File: src/rtl/hrf_pkg.sv
package hrf_pkg;

  localparam int ADDR_W   = 8;
  localparam int ID_WORDS = 3;

  localparam logic [ADDR_W-1:0] CMD_ADDR  = 8'h08;
  localparam logic [ADDR_W-1:0] STAT_ADDR = 8'h09;
  localparam logic [ADDR_W-1:0] MSG_BASE  = 8'h10;
  localparam logic [ADDR_W-1:0] DIG_BASE  = 8'h20;

  localparam int CMD_INIT_BIT   = 0;
  localparam int CMD_NEXT_BIT   = 1;
  localparam int STAT_READY_BIT = 0;
  localparam int STAT_VALID_BIT = 1;

  typedef enum logic [2:0] {
    RG_ID,
    RG_CMD,
    RG_STAT,
    RG_MSG,
    RG_DIG,
    RG_NONE
  } rg_kind_e;

endpackage

File: src/rtl/hrf_decode.sv
module hrf_decode
  import hrf_pkg::*;
#(
  parameter int MSG_WORDS = 16,
  parameter int DIG_WORDS = 8,
  parameter int IDX_W     = 4
) (
  input  logic [ADDR_W-1:0] addr,
  output rg_kind_e          kind,
  output logic [IDX_W-1:0]  idx
);

  localparam logic [ADDR_W-1:0] ID_N  = ADDR_W'(ID_WORDS);
  localparam logic [ADDR_W-1:0] MSG_N = ADDR_W'(MSG_WORDS);
  localparam logic [ADDR_W-1:0] DIG_N = ADDR_W'(DIG_WORDS);

  logic [ADDR_W-1:0] msg_off;
  logic [ADDR_W-1:0] dig_off;

  // Offsets wrap for addresses below a base, so one compare covers both ends.
  assign msg_off = addr - MSG_BASE;
  assign dig_off = addr - DIG_BASE;

  always_comb begin
    kind = RG_NONE;
    idx  = '0;
    if (addr < ID_N) begin
      kind = RG_ID;
      idx  = IDX_W'(addr);
    end else if (addr == CMD_ADDR) begin
      kind = RG_CMD;
    end else if (addr == STAT_ADDR) begin
      kind = RG_STAT;
    end else if (msg_off < MSG_N) begin
      kind = RG_MSG;
      idx  = IDX_W'(msg_off);
    end else if (dig_off < DIG_N) begin
      kind = RG_DIG;
      idx  = IDX_W'(dig_off);
    end
  end

endmodule

File: src/rtl/hrf_msg_store.sv
module hrf_msg_store #(
  parameter int WORD_W    = 32,
  parameter int MSG_WORDS = 16,
  parameter int IDX_W     = 4
) (
  input  logic                        clk,
  input  logic                        rst_n,
  input  logic                        wr_en,
  input  logic [IDX_W-1:0]            wr_idx,
  input  logic [WORD_W-1:0]           wr_data,
  output logic [WORD_W*MSG_WORDS-1:0] block
);

  for (genvar g = 0; g < MSG_WORDS; g++) begin : g_word
    logic [WORD_W-1:0] word_q;

    always_ff @(posedge clk or negedge rst_n) begin
      if (!rst_n) begin
        word_q <= '0;
      end else if (wr_en && (wr_idx == IDX_W'(g))) begin
        word_q <= wr_data;
      end
    end

    // Lowest address feeds the most significant slice.
    assign block[(MSG_WORDS-1-g)*WORD_W +: WORD_W] = word_q;
  end

endmodule

File: src/rtl/hrf_cmd_pulse.sv
module hrf_cmd_pulse
  import hrf_pkg::*;
(
  input  logic       clk,
  input  logic       rst_n,
  input  logic       wr_en,
  input  logic [1:0] cmd,
  output logic       init_p,
  output logic       next_p
);

  // Each pulse is recomputed every clock, so it lasts one cycle per write.
  always_ff @(posedge clk or negedge rst_n) begin
    if (!rst_n) begin
      init_p <= 1'b0;
      next_p <= 1'b0;
    end else begin
      init_p <= wr_en & cmd[CMD_INIT_BIT];
      next_p <= wr_en & cmd[CMD_NEXT_BIT] & ~cmd[CMD_INIT_BIT];
    end
  end

endmodule

File: src/rtl/hrf_read_mux.sv
module hrf_read_mux
  import hrf_pkg::*;
#(
  parameter int WORD_W    = 32,
  parameter int MSG_WORDS = 16,
  parameter int DIG_WORDS = 8,
  parameter int IDX_W     = 4
) (
  input  logic                        rd_en,
  input  rg_kind_e                    kind,
  input  logic [IDX_W-1:0]            idx,
  input  logic [WORD_W*ID_WORDS-1:0]  id_words,
  input  logic [WORD_W*MSG_WORDS-1:0] block,
  input  logic [WORD_W*DIG_WORDS-1:0] digest,
  input  logic                        ready,
  input  logic                        valid,
  input  logic                        busy,
  output logic [WORD_W-1:0]           rdata
);

  logic [WORD_W-1:0] word;

  always_comb begin
    word = '0;
    unique case (kind)
      RG_ID: begin
        for (int i = 0; i < ID_WORDS; i++) begin
          if (idx == IDX_W'(i)) word = id_words[(ID_WORDS-1-i)*WORD_W +: WORD_W];
        end
      end
      RG_MSG: begin
        for (int i = 0; i < MSG_WORDS; i++) begin
          if (idx == IDX_W'(i)) word = block[(MSG_WORDS-1-i)*WORD_W +: WORD_W];
        end
      end
      RG_DIG: begin
        for (int i = 0; i < DIG_WORDS; i++) begin
          if (idx == IDX_W'(i)) word = digest[(DIG_WORDS-1-i)*WORD_W +: WORD_W];
        end
      end
      RG_STAT: begin
        if (!busy) begin
          word[STAT_READY_BIT] = ready;
          word[STAT_VALID_BIT] = valid;
        end
      end
      default: word = '0;
    endcase
  end

  assign rdata = rd_en ? word : '0;

endmodule

File: src/rtl/hash_regfront.sv
module hash_regfront
  import hrf_pkg::*;
#(
  parameter int WORD_W    = 32,
  parameter int MSG_WORDS = 16,
  parameter int DIG_WORDS = 8,
  parameter logic [WORD_W*ID_WORDS-1:0] ID_VALUE = {32'h73686132, 32'h2d323536, 32'h312e3030}
) (
  input  logic                        clk,
  input  logic                        rst_n,
  input  logic                        bus_stb,
  input  logic                        bus_we,
  input  logic [ADDR_W-1:0]           bus_addr,
  input  logic [WORD_W-1:0]           bus_wdata,
  output logic [WORD_W-1:0]           bus_rdata,
  output logic                        bus_ack,
  output logic                        bus_err,
  output logic [WORD_W*MSG_WORDS-1:0] eng_block,
  output logic                        eng_init,
  output logic                        eng_next,
  input  logic                        eng_ready,
  input  logic                        eng_digest_valid,
  input  logic [WORD_W*DIG_WORDS-1:0] eng_digest
);

  localparam int MAX_WORDS = (MSG_WORDS > DIG_WORDS) ? MSG_WORDS : DIG_WORDS;
  localparam int IDX_W     = (MAX_WORDS > ID_WORDS) ? $clog2(MAX_WORDS) : $clog2(ID_WORDS);

  rg_kind_e         kind;
  logic [IDX_W-1:0] idx;
  logic             writable;
  logic             wr_ok;

  hrf_decode #(
    .MSG_WORDS(MSG_WORDS),
    .DIG_WORDS(DIG_WORDS),
    .IDX_W    (IDX_W)
  ) u_decode (
    .addr(bus_addr),
    .kind(kind),
    .idx (idx)
  );

  assign writable = (kind == RG_MSG) || (kind == RG_CMD);
  assign wr_ok    = bus_stb & bus_we & writable;
  assign bus_err  = bus_stb & bus_we & ~writable;
  assign bus_ack  = bus_stb & ~bus_err;

  hrf_msg_store #(
    .WORD_W   (WORD_W),
    .MSG_WORDS(MSG_WORDS),
    .IDX_W    (IDX_W)
  ) u_msg (
    .clk    (clk),
    .rst_n  (rst_n),
    .wr_en  (wr_ok && (kind == RG_MSG)),
    .wr_idx (idx),
    .wr_data(bus_wdata),
    .block  (eng_block)
  );

  hrf_cmd_pulse u_cmd (
    .clk   (clk),
    .rst_n (rst_n),
    .wr_en (wr_ok && (kind == RG_CMD)),
    .cmd   (bus_wdata[1:0]),
    .init_p(eng_init),
    .next_p(eng_next)
  );

  hrf_read_mux #(
    .WORD_W   (WORD_W),
    .MSG_WORDS(MSG_WORDS),
    .DIG_WORDS(DIG_WORDS),
    .IDX_W    (IDX_W)
  ) u_rmux (
    .rd_en   (bus_stb & ~bus_we),
    .kind    (kind),
    .idx     (idx),
    .id_words(ID_VALUE),
    .block   (eng_block),
    .digest  (eng_digest),
    .ready   (eng_ready),
    .valid   (eng_digest_valid),
    .busy    (eng_init | eng_next),
    .rdata   (bus_rdata)
  );

endmodule

File: config.mk
export PLATFORM = sky130hd
export DESIGN_NAME = hash_regfront
export DESIGN_NICKNAME = d
export VERILOG_FILES = /design/src/rtl/hrf_pkg.sv /design/src/rtl/hrf_decode.sv /design/src/rtl/hrf_msg_store.sv /design/src/rtl/hrf_cmd_pulse.sv /design/src/rtl/hrf_read_mux.sv /design/src/rtl/hash_regfront.sv
export SDC_FILE = /design/constraint.sdc
export NUM_CORES = 1
export LEC_CHECK = 0
export ABC_AREA = 1
export BUFFER_PORTS_ARGS = -buffer_cell sky130_fd_sc_hd__buf_2
export CAP_MARGIN = 20
export CORE_AREA = 2 2 331 333
export CTS_CLUSTER_DIAMETER = 200
export DETAILED_ROUTE_END_ITERATION = 10
export DIE_AREA = 0 0 333 335
export SYNTH_ARGS = -nofsm -noshare
export SYNTH_HDL_FRONTEND = slang
export SYNTH_SLANG_ARGS = --single-unit
File: constraint.sdc
create_clock -name clk -period 3.45 [get_ports clk]
set_input_delay 0.69 -clock clk [delete_from_list [all_inputs] [get_ports clk]]
set_output_delay 0.69 -clock clk [all_outputs]
set_load 0.03 [all_outputs]
==> flow_metrics.py <==
metrics = {
    "route": {
        "routed_via_density": 4.940,
        "routed_wl_um": 164300,
        "vias": 28600,
        "post_drt_wl_per_cell_um": 28.38,
        "drt-initial-drc-count": 2744,
        "dr.pass1.iters": 8,
        "ant_nets": 0,
        "drc": 0,
    },
    "timing": {
        "fin_hold_ws_ns": 0.2470,
        "rsz0062_at_grt": "true",
        "fin_tns_setup_ns": -22.47,
        "fmax_mhz": 232.9,
        "worstMarginPinSlew_ns": 0.9971,
        "period_minus_slack_ns": 4.293,
        "setup_ws_ns": -0.8434,
        "final-hold-violation-count": 0,
        "setup_viol": 32,
        "period_share_pct": 124.4,
        "slew_headroom_pct": 33.45,
        "finalMaxSlewViolations": 0,
        "skew_ns": 0,
    },
    "hold_path": {
        "holdCritPathClass": "input port to flop",
    },
    "run_status": {
        "violations": "setup timing",
        "outcome": "finished with violations",
    },
    "yosys": {
        "synth_top_area_share_pct": 50.66,
        "synth_nets": 3605,
        "synth_seq_cells": 514,
        "netlist_instances": 3301,
        "netlist_top_cells_area": "dfrtp_1 (51%), nand2_1 (16%), o21ai_0 (11%)",
        "ys_seq_area_share_pct": 50.66,
        "ys_async_sr_fraction_pct": 100.0,
        "synthFlopType": "dfrtp_1",
        "synth_enable_flop_cells": 0,
        "yosys.area.top_type": "dfrtp_1",
        "synth_cell_types": 36,
        "yosysWarnings": 0,
        "avgSynthCellArea_um2": 7.692,
        "netlist_area_um2": 25390,
    },
    "floorplan": {
        "rows": 121,
        "ios": 850,
        "die_h_um": 335,
        "core_um2": 108100,
        "initial_utilization_pct": 23.49,
        "die_x_um": 333,
        "die-area_um2": 111600,
    },
    "global_route": {
        "busiest_layer": "met2",
        "use_met1_pct": 33.62,
        "grt_util_met2_pct": 46.22,
        "grt_pass1_wl_um": 221200,
        "grt_max_degree": 108,
        "grt_overflow": 0,
        "antenna_found_initial": 53,
        "first_global_vias": 27430,
        "met3_usage_pct": 8.090,
        "track_usage_pct": 28.23,
    },
    "clock_tree": {
        "clkSlewWorstSetupHoldPaths_ns": 0.06,
        "clkLatencyLatePin_ns": 0.61,
        "clock-root-buffer": "clkbuf_16",
        "clock_sinks": 514,
        "cts_made_buffers": 67,
        "clockBufferDepth": 3,
        "cts_tree": "built",
        "cts_max_level": 3,
    },
    "worst_setup_path": {
        "critPathMaxStageDelay_ns": 0.20,
        "cp_slowest_cell": "or2_0",
        "cp-start-kind": "input port",
        "crit_family": "simple AND/OR/NAND/NOR gates",
        "cp.required_ns": 2.76,
        "worstPathMaxFanout": 6,
        "reg2reg_slack_ns": 2.62,
        "cp-end-kind": "primary output",
        "critical_path_class": "input port to primary output",
        "crit_buf_inv": 9,
        "cp.arrival_ns": 3.60,
    },
    "pwr": {
        "power_uw": 16130,
        "power_density_nw_per_um2": 422.9,
        "leakage_uw": 0.01903,
        "peakVddDrop_mv": 0.3593,
    },
    "cells_and_area": {
        "drive_above_1_share_pct": 37.92,
        "final_common_cell": "nand2_1",
        "fin_nets": 4596,
        "layout.cells.non_filler": 5789,
        "area_growth_pct": 50.23,
        "num-fill-cells": 11360,
        "mostFrequentLayoutCells": "nand2_1 (962), buf_2 (814), o21ai_0 (531)",
    },
    "placed_design": {
        "place_ws_ns": -1.360,
        "hpwl_um": 126500,
        "dp.cells": 5576,
        "gp_congestion": 0.9618,
        "numPortBuffers": 849,
    },
    "job": {
        "maxCapViolCount": 0,
    },
}
-- layout make-up --
type	instances	area (um2)	share of cell area, %
flip-flops and latches	514	12860	33.72
repair buffers	1151	8070	21.16
well taps	1414	1769	4.638
clock buffers	89	1841	4.825
clock inverters	24	406.6	1.066
diodes	39	97.59	0.2558
multi-input cells	2362	12320	32.31
inverters	196	775.7	2.034
-- kinds of logic after synthesis --
kind of cell / count (synthesis) / share of synthesized area (%)
AO/OA/AOI/OAI: 787 / 16.06
buffers and inverters: 425 / 7.125
AND/OR/NAND/NOR: 1573 / 26.06
adder cells (fa/ha/maj): 2 / 0.09854
flip-flops: 514 / 50.66
-- metrics by stage --
step / util [%] / cell area, um2
3_3_place_gp: 30.85 / 33340
5_1_grt: 35.26 / 38110
3_5_place_dp: 30.85 / 33340
6_report: 35.29 / 38150
4_1_cts: 34.56 / 37350
2_1_floorplan: - / 25750
-- power breakdown --
part	leakage (uW)	internal (uW)	switching, uW
Sequential	0.00715	6150	132
Clock	0.00110	4500	2860
Combinational	0.0108	779	1710
-- path summary, 6_finish.rpt --
path / startpoint / cells after the start / endpoint
min in group asynchronous: rst_n / 2 / u_msg.g_word[6].word_q[17]
worst max-delay path: bus_addr[5] / 25 / bus_rdata[29]
worst max register to register: u_msg.g_word[0].word_q[17] / 2 / u_msg.g_word[0].word_q[17]
max in group asynchronous: rst_n / 4 / u_msg.g_word[2].word_q[4]
worst min register to register: u_msg.g_word[7].word_q[8] / 2 / u_msg.g_word[7].word_q[8]
worst min-delay path: bus_wdata[0] / 2 / u_cmd.next_p
-- cells in the mapped netlist (2+ instances only) --
cell type and count:
buf_6 10, o21ai_1 4, o21ai_0 537, nor3_1 7
ha_1 2, nand3_4 4, nand4_1 70, nand2_4 4
or2_0 16, buf_4 21, nor2_4 9, or2_2 32
inv_2 13, o2111ai_1 11, nand2_1 1095, nand2_2 13
dfrtp_1 514, a221oi_2 4, inv_1 183, nand3_2 2
or2_1 9, nand3_1 116, buf_2 48, nor2_8 2
nor2_1 192, o221ai_1 8, clkbuf_1 150, a21oi_1 215
a22o_1 3
-- timing repair --
item | 4_1_cts | 5_1_grt
gates cloned | 5 | 4
buffers inserted | 38 | 21
resized for setup | 395 | 120
endpoints found under the hold margin | 1 | 0
endpoints found under the setup margin | 32 | 32
pin swaps | 171 | 129
hold buffers | 1 | 0
-- flip-flops by register name (all words and copies together), names as in the netlist --
| register | count |
|---|---|
| u_msg.g_word.word_q | 512 |
| u_cmd.init_p | 1 |
| u_cmd.next_p | 1 |
-- per-layer routing --
| layer | vias to the layer above | share of wire [%] | routed length (um) |
|---|---|---|---|
| li1 | 12810 | - | - |
| met1 | 13930 | 39 | 63290 |
| met2 | 1536 | 48 | 78550 |
| met3 | 330 | 8.8 | 14440 |
| met4 | 0 | 4.9 | 8011 |
| met5 | - | 0 | 0 |
Note: power is estimated with default switching activity, not from simulation.
